[src/rtl/mbx_pkg.sv]
package mbx_pkg;
  typedef enum logic [1:0] {
    HOP_RD_OUT = 2'd0,
    HOP_RD_IRQ = 2'd1,
    HOP_WR_IN  = 2'd2,
    HOP_POLL   = 2'd3
  } host_op_e;
endpackage

[src/rtl/mbx_single.sv]
// One-word upward mailbox: processor fills, host drains.
module mbx_single #(
  parameter int DATA_W = 32
) (
  input  logic              clk,
  input  logic              rst,
  input  logic              put,
  input  logic [DATA_W-1:0] put_data,
  input  logic              take,
  output logic              full,
  output logic [DATA_W-1:0] word,
  output logic              put_done,
  output logic              take_done
);
  assign put_done  = put && !full;
  assign take_done = take && full;

  always_ff @(posedge clk) begin
    if (rst) begin
      full <= 1'b0;
      word <= '0;
    end else if (put_done) begin
      full <= 1'b1;
      word <= put_data;
    end else if (take_done) begin
      full <= 1'b0;
    end
  end

  // a successful host read leaves the box empty
  a_r2_take_empties: assert property (@(posedge clk) disable iff (rst)
    take_done |=> !full);

  // processor write to a full box keeps the stored word
  a_r3_full_keeps_word: assert property (@(posedge clk) disable iff (rst)
    (full && put && !take) |=> (full && word == $past(word)));
endmodule

[src/rtl/mbx_inq.sv]
// Downward queue: circular buffer with a level and an independent free counter.
module mbx_inq #(
  parameter int DATA_W = 32,
  parameter int DEPTH  = 4,
  parameter int CNT_W  = 8
) (
  input  logic              clk,
  input  logic              rst,
  input  logic              push,
  input  logic [DATA_W-1:0] push_data,
  input  logic              pop,
  output logic              push_done,
  output logic              pop_done,
  output logic [CNT_W-1:0]  level,
  output logic [CNT_W-1:0]  free_cnt,
  output logic              head_valid,
  output logic [DATA_W-1:0] head_data,
  output logic              mismatch
);
  localparam int AW = (DEPTH > 1) ? $clog2(DEPTH) : 1;
  localparam logic [AW-1:0]    LAST_PTR = AW'(DEPTH - 1);
  localparam logic [CNT_W-1:0] FULL_LVL = CNT_W'(DEPTH);
  localparam logic [CNT_W:0]   SUM_REF  = (CNT_W+1)'(DEPTH);

  logic [DATA_W-1:0] mem [DEPTH];
  logic [AW-1:0]     rd_ptr, wr_ptr;
  logic [CNT_W:0]    sum;

  function automatic logic [AW-1:0] bump(input logic [AW-1:0] p);
    return (p == LAST_PTR) ? '0 : p + 1'b1;
  endfunction

  assign push_done = push && (free_cnt != '0);
  assign pop_done  = pop && (level != '0);
  assign sum       = {1'b0, level} + {1'b0, free_cnt};

  // storage: single write port, registered read
  always_ff @(posedge clk) begin
    if (push_done) mem[wr_ptr] <= push_data;
  end

  always_ff @(posedge clk) begin
    if (pop_done) head_data <= mem[rd_ptr];
  end

  always_ff @(posedge clk) begin
    if (rst) begin
      rd_ptr     <= '0;
      wr_ptr     <= '0;
      level      <= '0;
      free_cnt   <= FULL_LVL;
      head_valid <= 1'b0;
      mismatch   <= 1'b0;
    end else begin
      head_valid <= pop_done;
      mismatch   <= mismatch | (sum != SUM_REF);
      if (push_done) wr_ptr <= bump(wr_ptr);
      if (pop_done)  rd_ptr <= bump(rd_ptr);
      case ({push_done, pop_done})
        2'b10: begin
          level    <= level + 1'b1;
          free_cnt <= free_cnt - 1'b1;
        end
        2'b01: begin
          level    <= level - 1'b1;
          free_cnt <= free_cnt + 1'b1;
        end
        default: ;
      endcase
    end
  end

  // free counter and level stay locked together
  a_r6_free_locked: assert property (@(posedge clk) disable iff (rst)
    ({1'b0, level} + {1'b0, free_cnt}) == SUM_REF);

  // write into a full queue leaves the level alone
  a_r5_full_drop: assert property (@(posedge clk) disable iff (rst)
    (push && free_cnt == '0 && !pop) |=> (level == $past(level)));

  // no overflow
  a_r5_no_overflow: assert property (@(posedge clk) disable iff (rst)
    level <= FULL_LVL);

  // pop of an empty queue yields nothing
  a_r7_empty_pop: assert property (@(posedge clk) disable iff (rst)
    (pop && level == '0) |=> !head_valid);
endmodule

[src/rtl/mbx_wake.sv]
// Wake-up enable/status pairs: index 0 notify box, index 1 queue space.
module mbx_wake #(
  parameter int NCH = 2
) (
  input  logic           clk,
  input  logic           rst,
  input  logic [NCH-1:0] set_en,
  input  logic [NCH-1:0] set_st,
  input  logic [NCH-1:0] clr_st,
  output logic [NCH-1:0] en,
  output logic [NCH-1:0] st,
  output logic           wake
);
  for (genvar i = 0; i < NCH; i++) begin : g_ch
    logic en_q, st_q;
    always_ff @(posedge clk) begin
      if (rst) begin
        en_q <= 1'b0;
        st_q <= 1'b0;
      end else begin
        if (set_en[i]) en_q <= 1'b1;
        if (set_st[i])      st_q <= 1'b1;
        else if (clr_st[i]) st_q <= 1'b0;
      end
    end
    assign en[i] = en_q;
    assign st[i] = st_q;

    // a status set wins over a same-cycle poll clear
    a_r8_set_wins: assert property (@(posedge clk) disable iff (rst)
      set_st[i] |=> st[i]);
  end

  assign wake = |(en & st);
endmodule

[src/rtl/tri_mailbox.sv]
module tri_mailbox #(
  parameter int DATA_W = 32,
  parameter int DEPTH  = 4,
  parameter int CNT_W  = 8
) (
  input  logic                 clk,
  input  logic                 rst,
  input  logic                 host_req_valid,
  input  logic [1:0]           host_req_op,
  input  logic [DATA_W-1:0]    host_req_wdata,
  output logic                 host_rsp_valid,
  output logic                 host_rsp_ok,
  output logic [DATA_W-1:0]    host_rsp_rdata,
  output logic                 host_rsp_readable,
  output logic                 host_rsp_writable,
  input  logic                 proc_out_wr,
  input  logic [DATA_W-1:0]    proc_out_wdata,
  input  logic                 proc_irq_wr,
  input  logic [DATA_W-1:0]    proc_irq_wdata,
  input  logic                 proc_in_pop,
  output logic                 proc_in_valid,
  output logic [DATA_W-1:0]    proc_in_rdata,
  output logic [CNT_W-1:0]     chan_out_cnt,
  output logic [CNT_W-1:0]     chan_irq_cnt,
  output logic [CNT_W-1:0]     chan_in_cnt,
  output logic                 ev_out_free,
  output logic                 ev_irq_free,
  output logic                 ev_in_written,
  output logic [3*CNT_W-1:0]   stat_word,
  output logic                 wake_en_mbox,
  output logic                 wake_en_space,
  output logic                 wake_st_mbox,
  output logic                 wake_st_space,
  output logic                 host_wake,
  output logic                 sync_err
);
  import mbx_pkg::*;

  host_op_e op;
  logic rd_out, rd_irq, wr_in, poll;
  logic out_full, out_put_done, out_take_done;
  logic irq_full, irq_put_done, irq_take_done;
  logic [DATA_W-1:0] out_word, irq_word;
  logic push_done, pop_done;
  logic [CNT_W-1:0] free_cnt;
  logic writable;
  logic [1:0] w_set_en, w_set_st, w_clr_st, w_en, w_st;

  assign op     = host_op_e'(host_req_op);
  assign rd_out = host_req_valid && (op == HOP_RD_OUT);
  assign rd_irq = host_req_valid && (op == HOP_RD_IRQ);
  assign wr_in  = host_req_valid && (op == HOP_WR_IN);
  assign poll   = host_req_valid && (op == HOP_POLL);

  mbx_single #(.DATA_W(DATA_W)) u_out (
    .clk(clk), .rst(rst), .put(proc_out_wr), .put_data(proc_out_wdata),
    .take(rd_out), .full(out_full), .word(out_word),
    .put_done(out_put_done), .take_done(out_take_done));

  mbx_single #(.DATA_W(DATA_W)) u_irq (
    .clk(clk), .rst(rst), .put(proc_irq_wr), .put_data(proc_irq_wdata),
    .take(rd_irq), .full(irq_full), .word(irq_word),
    .put_done(irq_put_done), .take_done(irq_take_done));

  mbx_inq #(.DATA_W(DATA_W), .DEPTH(DEPTH), .CNT_W(CNT_W)) u_inq (
    .clk(clk), .rst(rst), .push(wr_in), .push_data(host_req_wdata),
    .pop(proc_in_pop), .push_done(push_done), .pop_done(pop_done),
    .level(chan_in_cnt), .free_cnt(free_cnt),
    .head_valid(proc_in_valid), .head_data(proc_in_rdata),
    .mismatch(sync_err));

  assign writable = (free_cnt != '0);

  // index 0: notify box, index 1: queue space
  assign w_set_en[0] = (rd_irq || poll) && !irq_full;
  assign w_clr_st[0] = poll && !irq_full;
  assign w_set_st[0] = irq_put_done;
  assign w_set_en[1] = (wr_in || poll) && !writable;
  assign w_clr_st[1] = poll && !writable;
  assign w_set_st[1] = pop_done;

  mbx_wake #(.NCH(2)) u_wake (
    .clk(clk), .rst(rst), .set_en(w_set_en), .set_st(w_set_st),
    .clr_st(w_clr_st), .en(w_en), .st(w_st), .wake(host_wake));

  assign wake_en_mbox  = w_en[0];
  assign wake_en_space = w_en[1];
  assign wake_st_mbox  = w_st[0];
  assign wake_st_space = w_st[1];

  assign chan_out_cnt = CNT_W'(!out_full);
  assign chan_irq_cnt = CNT_W'(!irq_full);
  assign stat_word    = {CNT_W'(irq_full), free_cnt, CNT_W'(out_full)};

  always_ff @(posedge clk) begin
    if (rst) begin
      host_rsp_valid    <= 1'b0;
      host_rsp_ok       <= 1'b0;
      host_rsp_rdata    <= '0;
      host_rsp_readable <= 1'b0;
      host_rsp_writable <= 1'b0;
      ev_out_free       <= 1'b0;
      ev_irq_free       <= 1'b0;
      ev_in_written     <= 1'b0;
    end else begin
      host_rsp_valid    <= host_req_valid;
      host_rsp_ok       <= out_take_done || irq_take_done || push_done || poll;
      host_rsp_rdata    <= out_take_done ? out_word :
                           irq_take_done ? irq_word : '0;
      host_rsp_readable <= poll && irq_full;
      host_rsp_writable <= poll && writable;
      ev_out_free       <= out_take_done;
      ev_irq_free       <= irq_take_done;
      ev_in_written     <= push_done;
    end
  end

  // every request is answered on the next edge
  a_r1_rsp_next: assert property (@(posedge clk) disable iff (rst)
    host_req_valid |=> host_rsp_valid);

  // failed accesses return zero data
  a_r2_fail_zero: assert property (@(posedge clk) disable iff (rst)
    (host_rsp_valid && !host_rsp_ok) |-> (host_rsp_rdata == '0));

  // empty notify read arms the wake-up enable
  a_r4_empty_arms: assert property (@(posedge clk) disable iff (rst)
    (host_req_valid && host_req_op == 2'd1 && stat_word[3*CNT_W-1:2*CNT_W] == '0)
      |=> wake_en_mbox);

  // failed queue write arms the space enable
  a_r5_full_arms: assert property (@(posedge clk) disable iff (rst)
    (host_req_valid && host_req_op == 2'd2 && stat_word[2*CNT_W-1:CNT_W] == '0)
      |=> (wake_en_space && !ev_in_written));

  // notify write raises the pending status
  a_r9_notify_sets: assert property (@(posedge clk) disable iff (rst)
    (proc_irq_wr && chan_irq_cnt != '0) |=> wake_st_mbox);
endmodule

[config.mk]
export PLATFORM = sky130hd
export DESIGN_NAME = tri_mailbox
export DESIGN_NICKNAME = d
export VERILOG_FILES = /design/src/rtl/mbx_pkg.sv /design/src/rtl/mbx_single.sv /design/src/rtl/mbx_inq.sv /design/src/rtl/mbx_wake.sv /design/src/rtl/tri_mailbox.sv
export SDC_FILE = /design/constraint.sdc
export NUM_CORES = 1
export LEC_CHECK = 0
export BUFFER_PORTS_ARGS = -buffer_cell sky130_fd_sc_hd__buf_2
export CAP_MARGIN = 20
export CORE_MARGIN = 1.5
export CORE_UTILIZATION = 32
export DETAILED_ROUTE_END_ITERATION = 12
export PLACE_DENSITY = 0.58
export SYNTH_ARGS = -nofsm -noshare
export SYNTH_HDL_FRONTEND = slang
export SYNTH_SLANG_ARGS = --single-unit
[constraint.sdc]
create_clock -name clk -period 3.9 [get_ports clk]
set_input_delay 0.585 -clock clk [delete_from_list [all_inputs] [get_ports clk]]
set_output_delay 0.585 -clock clk [all_outputs]
set_load 0.02 [all_outputs]
# Yosys cells after proc, flatten, opt, wreduce, memory -nomap -nowiden
# Memories as Yosys holds them, arrays and structs flattened. A register that Yosys moved wholly into a read port is not among the register bits.
# Cells that the tools add are included.
# Widths: inputs -> output; s select.
classes:
  addsub: 7
  n_eq_ne: 8
  n_mux: 16
  bitwise: 2
  n_reduce_logical: 33
ops:
  columns: ["op", "count"]
  rows:
  - ["$mux 32", 2]
  - ["$pmux 8 s2", 2]
  - ["$add 8x1->8 const B", 2]
  - ["$logic_and 1x1->1", 16]
  - ["$reduce_bool 8->1", 2]
  - ["$sub 8x1->8 const B", 2]
  - ["$eq 2x2->1 const B", 5]
  - ["$mux 1", 10]
  - ["$reduce_bool 2->1", 5]
  - ["$add 8x8->9", 1]
  - ["$ne 9x3->1 const B", 1]
  - ["$logic_or 1x1->1", 5]
  - ["$add 2x1->2 const B", 2]
  - ["$eq 2x1->1 const B", 2]
  - ["$mux 2", 2]
  - ["$logic_not 1->1", 3]
  - ["$and 2x2->2", 1]
  - ["$logic_not 2->1", 1]
  - ["$reduce_or 2->1", 1]
  - ["$or 1x1->1", 1]
totals:
  regBits: 131
  mem_bits_rw: 128
  inputBits: 104
  out_inout_bits: 126
  elab_cells: 89
  memories: 1
memory_table:
  columns: ["name", "depth", "width", "read_ports", "rd_ports_with_merged_regs", "write_ports", "line_no", "text"]
  rows:
  - ["u_inq.mem", 4, 32, 1, 1, 1, "mbx_inq.sv:25", "logic [DATA_W-1:0] mem [DEPTH];"]

# Logic depth before layout (Yosys ltp)
# Gate-level depths: netlist of the first run.
depth:
  ltp_word: 6
  mapped_depth: 12
  ltp_nobuf: 12

# By module
# Synthesis of the first run repeated with hierarchy kept, for this count alone.
hier_totals:
  hier_cells: 843
  area_unflattened_um2: 12037.8
modules_own_cells:
  columns: ["module", "instances", "cells_per_inst", "area_per_inst_um2", "seq_area_each_um2"]
  rows:
  - ["mbx_inq", 1, 393, 7270.7, 5245.0]
  - ["mbx_single", 2, 149, 1552.7, 660.6]
  - ["tri_mailbox", 1, 133, 1497.7, 780.7]
  - ["mbx_wake", 1, 19, 163.9, 80.1]

# Worst setup path before layout of the first run
# Ideal clock, no wire load.
synth_timing:
  path_type: "register to register"
  startpoint: "register u_inq.level[3]"
  endpoint: "register u_inq.free_cnt[7]"
  setup_time_ps: 121
  arrival_ps: 3572
  t_required_ps: 3779
  setup_slack_ps: 207
  stages_incl_launch_ff: 12
  path_buffers: 0
  synth_period_minus_slack_ps: 3693
  cell_sequence: "dfxtp_1 or4_1 o21ai_2 inv_1 ha_1 inv_1 ha_1 a21oi_1 a21oi_1 and3b_1 mux2i_1 mux2_2"
synth_via:
  elab_chain_len: 4
  elab_cells_between_ends: 6
  cone_classes: "eq/ne (2); mux (1); reduce/logical (3)"
synth_lines:
  columns: ["item", "line_no", "text"]
  rows:
  - ["start, declared", "mbx_inq.sv:14", "output logic [CNT_W-1:0] level,"]
  - ["start signal, assigned", "mbx_inq.sv:61", "level <= level + 1'b1;"]
  - ["start signal, assigned", "mbx_inq.sv:65", "level <= level - 1'b1;"]
  - ["$reduce_bool 8->1 (*)", "mbx_inq.sv:34", "assign pop_done = pop && (level != '0);"]
  - ["$logic_and 1x1->1 (*)", "mbx_inq.sv:34", null]
  - ["named net pop_done", "tri_mailbox.sv:44", "logic push_done, pop_done;"]
  - ["$eq 2x1->1 or $eq 2x2->1 (tied branches)", "mbx_inq.sv:59", "case ({push_done, pop_done})"]
  - ["$pmux 8 s2 or $reduce_bool 2->1 (tied branches)", null, null]
  - ["end signal, assigned", "mbx_inq.sv:62", "free_cnt <= free_cnt - 1'b1;"]
  - ["end signal, assigned", "mbx_inq.sv:66", "free_cnt <= free_cnt + 1'b1;"]
  - ["end, declared", "mbx_inq.sv:15", "output logic [CNT_W-1:0] free_cnt,"]
# Mark *: on every way through the listed nets, which the timed path passes. The rest lies on a longest branch.
# A chain may end at the register's enable or synchronous reset.

# Worst setup path after layout of the first run
layout_timing:
  startpoint: "register u_inq.free_cnt[3]"
  endpoint: "register u_inq.free_cnt[7]"
layout_via:
  elab_chain_len: 4
  elab_cells_between_ends: 8
  cone_classes: "add/sub (2); eq/ne (2); mux (1); reduce/logical (3)"
layout_lines:
  columns: ["item"]
  rows:
  - ["branches (longest 4 deep; another with $add 8x1->8)"]
# Parallel ways; which one is timed is not known.

==> results_dict.tcl, run 1 <==
set metrics [dict create \
    combPwrFrac_pct 26.6 \
    vias 7113 \
    gp_congestion 0.813 \
    ys_async_sr_fraction_pct 0 \
    yosysWarningCount 0 \
    fill_cells 3339 \
    period_share_pct 89.9 \
    clkPwrFrac_pct 31.4 \
    power_frac_seq_pct 42.0 \
    synth.avg_cell_area_um2 12.9 \
    cp.required_ps 4280 \
    diodes 0 \
    min_from "host_req_wdata[16]" \
    synth.top_cells.by_area "edfxtp_1 43%, dfxtp_1 24%, mux4_2 6.5%" \
    routed_wl_mm 25.7 \
    groute.usage.overall_pct 14.2 \
    cts-root-buf "clkbuf_16" \
    clk_pin_slew_ps 60 \
    fmax_mhz 285 \
    ctsHoldBuffers 0 \
    start_util_pct 32.4 \
    cp_max_fo 9 \
    synth-seq-area-share_pct 66.7 \
    criticalPathCategory "register to register" \
    swShare_pct 31.2 \
    ys_ff_latch 291 \
    crit_chain "or4_4 > nor2_4 > nor3_4 > inv_4 > ha_1 > inv_1 > ha_1 > a21oi_1 > a21oi_1 > and3b_1 > mux2i_1 > mux2_2" \
    r2r-start "u_inq.free_cnt[3]" \
    arrival_ps 3890 \
    yosysUniqueCellTypes 53 \
    reg2reg_to "u_inq.free_cnt[7]" \
    p_switching_mw 2.95 \
    cts_buffer_depth 3 \
    cts_setup_buffers 0 \
    cts_resized 0 \
    leakagePower_nw 5.20 \
    hold_viol 0 \
    syn_inst 862 \
    die_w_um 190 \
    critical-path-max-stage-delay_ps 580 \
    min_path_cells 1 \
    netlist_area_um2 11100 \
    cts_buffers 34 \
    clock-sinks 291 \
    antenna_found_initial 2 \
    synth_flop_cell "edfxtp_1" \
    cp_slowest_cell "or4_4" \
    drc 0 \
    worstSetupEndpointType "register" \
    setup_viol 0 \
    cts_tree "done" \
    maxSlewViolCount 0 \
    grt_start_max_net_pins 77 \
    die_area_um2 35900 \
    nNetsFinal 1196 \
    cts_htree_levels 2 \
    worst_setup_path_start_kind "register" \
    max_slew_margin_pct 34.1 \
    tns_ps 0 \
    totalPowerFinal_mw 9.45 \
    overflow 0 \
    drive_above_1_share_pct 29.2 \
    intPower_mw 6.50 \
    yosysMostFrequentCell "nand2_1" \
    io_pins 230 \
    pre_cts_slack_ps 384 \
    synth_edf_count 160 \
    whs_ps 312 \
    detail_route.wl_per_cell_um 16.7 \
    outcome "complete, no violations" \
    powerDensity_nw_per_um2 697 \
    clock_latency_ps 490 \
    synth_commonest_cells "175 x nand2_1, 160 x edfxtp_1, 131 x dfxtp_1, 96 x a21oi_1, 38 x nor2_1" \
    ir_worst_vdd_v 0.000343 \
    drtAntennaViolNets 0 \
    drt_iter0_markers 299 \
    syn_to_final_growth_pct 21.7 \
    min_to "u_inq.mem[0][16]" \
    grt_first_pass_wirelength_mm 39.9 \
    skew_ps 9.34 \
    die_h_um 190 \
    tightest_slew_ps 988 \
    avgViaCountPerCell 4.62 \
    io_buffers 201 \
    utilization_pct 39.4 \
    drv_cap 0 \
    drt_pass1_iterations 4 \
    grt_pass1_vias 7196 \
    reg2regPathDepth 12 \
    worstHoldPathType "input port to register" \
    final.min_clock_period_ps 3500 \
    worst_slack_ps 395 \
    hpwlAfterDp_mm 16.5 \
    rsz0062_at_grt "false" \
    synth_top_area_share_pct 43.2 \
    std_cell_rows 68 \
    rrSetupSlack_ps 400 \
    core-area_um2 34400 \
    yosysTopAreaCell "edfxtp_1" \
]
power by group through the flow:
stage | clock (mW) | sequential [mW] | combinational, mW
2_1_floorplan | 0 | 4.19 | 1.61
3_3_place_gp | 0 | 4.04 | 2.53
3_5_place_dp | 0 | 4.04 | 2.55
4_1_cts | 3.07 | 3.98 | 2.57
5_1_grt | 3.17 | 4.02 | 2.78
6_report | 2.97 | 3.97 | 2.51
worst max-delay path: cells and delay by family (launching register included):
family | cells | cell delay (ps)
fa+ha+maj | 2 | 760
buf+inv | 2 | 350
mux | 2 | 540
compound gates | 2 | 290
flops | 1 | 370
simple gates | 4 | 1090
cell usage in the layout (no fill, tap or decap), types with 3 or more instances in the layout:
cell type  instances
ha_1              26
dfxtp_1          129
xor2_1             6
clkinv_1           3
clkbuf_8           3
o211ai_1           3
edfxtp_1         160
nand2_1          175
buf_2            200
nor3_1             7
mux4_2            32
or3_1              3
a22oi_1           17
nor2_1            38
nand3_1            3
a31oi_1            6
clkbuf_1           6
nor4_1             3
clkbuf_16         35
xnor2_1            3
nor2b_1            6
o21ai_0            5
inv_1              9
buf_4             13
mux2i_1            8
clkinv_2           7
a21oi_1           96
conb_1            28
and2_2             4
a21o_1             3
fa_1               3
logic make-up after synthesis:
logic type / Yosys count / synth area share [%]
DFF: 291 / 66.7
and+or+nand+nor: 264 / 10.5
AOI/OAI and AO/OA: 140 / 7.16
buffers and inverters: 86 / 4.05
muxes: 42 / 7.40
adders and majority gates: 29 / 3.46
xor gates and xnor gates: 9 / 0.708
other: 1 / 0.0337
cell type report:
type,instances,area (um^2),share of cell area [%]
flip-flops and latches,291,7430,54.8
multi-input cells,512,3370,24.8
repair buffers,213,1100,8.11
clock buffers,44,940,6.93
well taps,455,569,4.20
clock inverters,14,105,0.776
inverters,11,43.8,0.323
state kept, by name, indices dropped and copies added, names as in the netlist, 2 cells and up:
register / flops
u_inq.free_cnt: 8
u_wake.g_ch.st_q: 2
u_inq.wr_ptr: 2
u_irq.word: 32
u_inq.mem: 128
host_rsp_rdata: 32
u_out.word: 32
u_inq.level: 8
u_wake.g_ch.en_q: 2
u_inq.head_data: 32
u_inq.rd_ptr: 2
through the flow:
| stage | instances | area, um^2 |
|---|---|---|
| 6_report | 1540 | 13600 |
| 5_1_grt | 1540 | 13600 |
| 4_1_cts | 1540 | 13600 |
| 3_5_place_dp | 1482 | 12500 |
| 3_3_place_gp | 1482 | 12500 |
| 2_1_floorplan | 889 | 11200 |
metal layers:
metal / vias up / part of all wire, % / global-route usage (%)
met5: - / 0.10 / 0
met4: 4 / 2.2 / 4.24
met3: 46 / 6.6 / 3.91
met2: 209 / 47 / 23.6
met1: 3425 / 44 / 18.0
li1: 3429 / - / -
worst max path at each step:
stage,start,to,slack [ps],cells after the start
3_3_place_gp,u_inq.free_cnt[0],u_inq.free_cnt[7],450,12
3_5_place_dp,u_inq.free_cnt[3],u_inq.free_cnt[7],380,12
4_1_cts,u_inq.free_cnt[3],u_inq.free_cnt[7],370,12
5_1_grt,u_inq.free_cnt[3],u_inq.free_cnt[7],120,12
6_report,u_inq.free_cnt[3],u_inq.free_cnt[7],400,12
2_1_floorplan,u_inq.level[3],u_inq.free_cnt[7],210,11
Note: power is estimated with default switching activity, not from simulation.
==> run 2, diff against run 1 <==
--- a/config.mk
+++ b/config.mk
@@ -5,12 +5,12 @@
 export SDC_FILE = /design/constraint.sdc
 export NUM_CORES = 1
 export LEC_CHECK = 0
-export BUFFER_PORTS_ARGS = -buffer_cell sky130_fd_sc_hd__buf_2
 export CAP_MARGIN = 20
 export CORE_MARGIN = 1.5
 export CORE_UTILIZATION = 32
 export DETAILED_ROUTE_END_ITERATION = 12
-export PLACE_DENSITY = 0.58
+export DONT_BUFFER_PORTS = 1
+export PLACE_DENSITY = 0.53
 export SYNTH_ARGS = -nofsm -noshare
 export SYNTH_HDL_FRONTEND = slang
 export SYNTH_SLANG_ARGS = --single-unit
==> run 2 against run 1 <==
Clock-buffer cell count fell by 1. Global-route usage fell by 0.22 points. Register-to-register slack improved by 210 ps. Worst hold slack got worse by 180 ps. Critical path depth did not move. Setup slack improved by 210 ps. Wire length fell by 2.6%. Total power fell by 1.7%. Clock power rose by 2%. Utilization fell by 2.7 points. First-iteration DRC count fell by 29%. Non-clock buffer count fell by 194.
==> results_dict.tcl, run 2 (synthesis results as in run 1) <==
set metrics [dict create \
    cp_slowest_cell "dfxtp_1" \
    mostFrequentLayoutCells "175 x nand2_1, 160 x edfxtp_1, 129 x dfxtp_1" \
    reg2reg_to "u_inq.free_cnt[7]" \
    largest-register "u_inq.mem" \
    final_common_cell "nand2_1" \
    cts_resized 0 \
    syn_to_final_growth_pct 13.4 \
    io_buffers 0 \
    clock-sinks 291 \
    critical-path-max-stage-delay_ps 640 \
    reg2regPathDepth 12 \
    drt_iter0_markers 212 \
    cts_buffers 34 \
    nNetsFinal 1002 \
    rrSetupSlack_ps 600 \
    worstHoldPathType "input port to register" \
    outcome "complete, no violations" \
    avgViaCountPerCell 4.77 \
    drive_above_1_share_pct 13.6 \
    final.min_clock_period_ps 3300 \
    startpoint "u_inq.free_cnt[1]" \
    overflow 0 \
    die_area_um2 35900 \
    grt_start_max_net_pins 123 \
    clk_pin_slew_ps 60 \
    std_cell_rows 68 \
    clock_latency_ps 530 \
    top_usage_layer "met2" \
    diodes 0 \
    antenna_found_initial 0 \
    drtAntennaViolNets 0 \
    ir_worst_vdd_v 0.000403 \
    cts-root-buf "clkbuf_16" \
    cts_buffer_depth 3 \
    tns_ps 0 \
    rsz0062_at_grt "false" \
    cts_setup_buffers 0 \
    criticalPathCategory "register to register" \
    grt_first_pass_wirelength_mm 38.2 \
    hpwlAfterDp_mm 15.7 \
    drt_pass1_iterations 6 \
    gp_congestion 0.770 \
    start_util_pct 32.4 \
    maxSlewViolCount 0 \
    ctsHoldBuffers 0 \
    powerDensity_nw_per_um2 736 \
    crit_chain "or4_4 > nor2_4 > nor3_4 > inv_4 > ha_1 > inv_1 > ha_1 > a21oi_1 > a21oi_1 > and3b_1 > mux2i_1 > mux2_2" \
    leakagePower_nw 4.36 \
    skew_ps 17.0 \
    fmax_mhz 303 \
    drv_cap 0 \
    grtUsageMet3_pct 5.65 \
    grt_pass1_vias 6427 \
    routed_wl_mm 25.1 \
    die_w_um 190 \
    period_share_pct 84.5 \
    detail_route.wl_per_cell_um 18.6 \
    min_path_cells 1 \
    groute.usage.overall_pct 14.0 \
    core-area_um2 34400 \
    cts_tree "done" \
    worstSetupEndpointType "register" \
    utilization_pct 36.7 \
    cp.required_ps 4320 \
    r2r-start "u_inq.free_cnt[1]" \
    die_h_um 190 \
    cts_htree_levels 2 \
    grt_use_met1_pct 17.7 \
    tightest_slew_ps 974 \
    drc 0 \
    gr-usage-met2_pct 21.2 \
    crit_path_end "u_inq.free_cnt[7]" \
    worst_setup_path_start_kind "register" \
    whs_ps 128 \
    arrival_ps 3710 \
    hold_viol 0 \
    cp_max_fo 8 \
    setup_viol 0 \
    max_slew_margin_pct 35.1 \
    io_pins 230 \
    largest_reg_flops 128 \
    vias 6423 \
]
-- run 2: through the flow --
stage / power, mW / std cells / worst slack, ps / cell area, um^2
2_1_floorplan: 5.81 / 889 / 207 / 11200
3_3_place_gp: 6.35 / 1288 / 657 / 11600
3_5_place_dp: 6.35 / 1288 / 606 / 11600
4_1_cts: 9.44 / 1346 / 591 / 12600
5_1_grt: 9.77 / 1346 / 468 / 12600
6_report: 9.29 / 1346 / 604 / 12600
-- run 2: per-layer routing --
metal  vias to the layer above  wire, um  part of all wire, %
met5                         -         0                    0
met2                       215     11200                   45
met3                        41      2250                  9.0
met1                      3126     11000                   44
met4                         0       591                  2.4
li1                       3041         -                    -
-- run 2: layout make-up --
type	count	area, um^2
clock buffer	43	947
clock inverter	15	126
inverter	11	43.8
timing repair buffer	19	143
fill	3406	21700
tap	455	569
sequential	291	7430
multi-input combinational	512	3370
-- run 2: critical path, delay by kind of cell, from the launching register on --
family                     cells  cell delay (ps)
and+or+nand+nor                4              810
buffers and inverters          2              340
muxes                          2              550
DFF                            1              640
AOI/OAI and AO/OA              2              270
adders and majority gates      2              570
-- run 2: where the power goes --
group | switching (mW) | leakage, nW | internal (mW)
Sequential | 0.546 | 2.53 | 3.69
Combinational | 1.12 | 1.32 | 0.898
Clock | 1.24 | 0.517 | 1.79
-- run 2: worst min path at each step --
| stage | startpoint | endpoint | slack (ps) |
|---|---|---|---|
| floorplan | u_out.word[10] | host_rsp_rdata[10] | 430 |
| global placement | u_irq.word[15] | u_irq.word[15] | 440 |
| detailed placement | u_irq.word[26] | u_irq.word[26] | 440 |
| CTS | rst | u_inq.rd_ptr[0] | 80 |
| global route | rst | u_inq.mismatch | 110 |
| finish | rst | u_inq.mismatch | 130 |
==> run 3, diff against run 2 <==
--- a/config.mk
+++ b/config.mk
@@ -10,7 +10,7 @@
 export CORE_UTILIZATION = 32
 export DETAILED_ROUTE_END_ITERATION = 12
 export DONT_BUFFER_PORTS = 1
-export PLACE_DENSITY = 0.53
+export PLACE_DENSITY = 0.54
 export SYNTH_ARGS = -nofsm -noshare
 export SYNTH_HDL_FRONTEND = slang
 export SYNTH_SLANG_ARGS = --single-unit
==> constraint.sdc (replaced) <==
create_clock -name clk -period 2.83 [get_ports clk]
set_input_delay 0.4245 -clock clk [delete_from_list [all_inputs] [get_ports clk]]
set_output_delay 0.4245 -clock clk [all_outputs]
set_load 0.02 [all_outputs]
==> run 3 against run 2 <==
The flow now finishes with violations (negative setup slack). Global-route usage is 0.37 points higher. Critical endpoint unchanged. Via count is 4.2% higher. Final area is 6.5% higher. Critical path type unchanged. Wire length is 4.1% higher. Combinational power is 99% higher. Fmax is 14% higher. Sequential share of layout area is 3.5 points lower. Cell count is 5.1% higher. Worst hold slack worse by 90 ps. Non-clock buffer count is 67 higher. Total power is 48% higher. Utilization is 2.4 points higher.
==> results_dict.tcl, run 3 (synthesis results as in run 1) <==
set metrics [dict create \
    outcome "finished, violations left" \
    violations "negative setup slack" \
    cp_max_fo 7 \
    arrival_ps 3290 \
    critical-path-max-stage-delay_ps 540 \
    setup_viol 3 \
    mostFrequentLayoutCells "175 x nand2_1, 160 x edfxtp_1, 124 x dfxtp_1" \
    rrSetupSlack_ps -70 \
    groute.usage.overall_pct 14.3 \
    combPwrFrac_pct 29.0 \
    clkPwrFrac_pct 29.8 \
    die_w_um 190 \
    gp_congestion 0.781 \
    crit_chain "or4_4 > o21ai_4 > clkinvlp_4 > ha_4 > clkinvlp_4 > buf_12 > ha_4 > a21o_1 > nand3_1 > and3b_1 > mux2i_1 > mux2_2" \
    vias 6692 \
    overflow 0 \
    powerDensity_nw_per_um2 1020 \
    place_inst 1314 \
    syn_to_final_growth_pct 20.7 \
    start_util_pct 32.4 \
    die_area_um2 35900 \
    grt_pass1_vias 6830 \
    worst_slack_ps -72.8 \
    drc 0 \
    routed_wl_mm 26.1 \
    tightest_slew_ps 941 \
    worstHoldPathType "input port to register" \
    io_buffers 0 \
    io_pins 230 \
    cts_tree "done" \
    clock_latency_ps 510 \
    max_slew_margin_pct 37.2 \
    cts_htree_levels 2 \
    leakagePower_nw 4.69 \
    largest-register "u_inq.mem" \
    hold_viol 0 \
    fmax_mhz 345 \
    criticalPathCategory "register to register" \
    die_h_um 190 \
    swShare_pct 31.6 \
    hpwlAfterDp_mm 16.0 \
    avgViaCountPerCell 4.73 \
    core-area_um2 34400 \
    cp_slowest_cell "or4_4" \
    tns_ps -147 \
    drt_pass1_iterations 4 \
    ir_worst_vdd_v 0.000518 \
    diodes 0 \
    instances_no_fill 1415 \
    final.min_clock_period_ps 2900 \
    drive_above_1_share_pct 19.4 \
    worstSetupEndpointType "register" \
    skew_ps 19.7 \
    cts_buffers 34 \
    p_switching_mw 4.35 \
    pre_cts_slack_ps -119 \
    worst_setup_path_start_kind "register" \
    drtAntennaViolNets 0 \
    drt_iter0_markers 340 \
    cts_buffer_depth 3 \
    std_cell_rows 68 \
    intPower_mw 9.42 \
    maxSlewViolCount 0 \
    clk_pin_slew_ps 60 \
    grt_start_max_net_pins 108 \
    cp.required_ps 3220 \
    nNetsFinal 1069 \
    final_common_cell "nand2_1" \
    rsz0062_at_grt "true" \
    fin_area_um2 13400 \
    antenna_found_initial 0 \
    detail_route.wl_per_cell_um 18.4 \
    cts-root-buf "clkbuf_16" \
    power_frac_seq_pct 41.2 \
    grt_first_pass_wirelength_mm 39.7 \
    largest_reg_flops 128 \
    period_share_pct 103 \
    clock-sinks 291 \
    drv_cap 0 \
    placed_area_um2 11800 \
]
## run 3: changes by cell type in the layout (fill, tap and decap cells not counted), moves of 3 or more
cell,change
ha_1,-10
o21ai_0,-3
a21oi_1,-3
clkinv_1,-4
dlygate4sd3_1,+33
dfxtp_2,+5
dfxtp_1,-5
buf_4,+29
inv_6,+3
ha_4,+10
clkinv_2,+3
## run 3: power groups by stage
stage | Combinational (mW) | Clock [mW] | Sequential (mW)
after CTS | 3.92 | 4.23 | 5.68
after global routing | 4.38 | 4.38 | 5.72
after global placement | 3.52 | 0 | 5.76
final | 3.99 | 4.11 | 5.67
after floorplan | 2.42 | 0 | 5.79
after detailed placement | 3.54 | 0 | 5.77
## run 3: layout make-up
| type | count | area, um^2 |
|---|---|---|
| well taps | 455 | 569 |
| clock inverters | 13 | 90.1 |
| flip-flops and latches | 291 | 7440 |
| fillers | 3322 | 20900 |
| repair buffers | 86 | 785 |
| inverters | 11 | 51.3 |
| multi-input cells | 512 | 3550 |
| clock buffers | 47 | 962 |
## run 3: what timing repair did
action,4_1_cts,5_1_grt
hold buffers,34,0
resized for setup,11,8
buffers inserted,6,1
hold endpoints to repair,235,0
endpoints found under the setup margin,6,7
pin swaps,9,7
## run 3: per-stage QoR
step | utilization [%] | power, mW | hold WS (ps)
3_5_place_dp | 34.4 | 9.31 | 441
6_report | 39.1 | 13.8 | 37.9
4_1_cts | 39.0 | 13.8 | 7.91
5_1_grt | 39.1 | 14.5 | 8.34
3_3_place_gp | 34.4 | 9.28 | 438
2_1_floorplan | - | 8.21 | 432
## run 3: path summary, 6_finish.rpt
check | startpoint | endpoint | cells after the start
hold / removal | rst | u_inq.level[5] | 1
hold reg to reg | u_irq.word[19] | u_irq.word[19] | 2
setup / recovery | u_inq.level[7] | u_inq.free_cnt[7] | 12
setup reg to reg | u_inq.level[7] | u_inq.free_cnt[7] | 12
## run 3: per-layer routing
metal	part of all wire, %	track usage, %
met3	8.3	5.02
met5	0	0
met2	46	23.3
met1	43	17.9
met4	2.2	4.46
## run 3: critical path, delay by kind of cell, from the launching register on
family          cells  cell delay [ps]
compound gates      2              370
fa+ha+maj           2              410
buf+inv             3              360
mux                 2              540
flops               1              320
simple gates        3              780
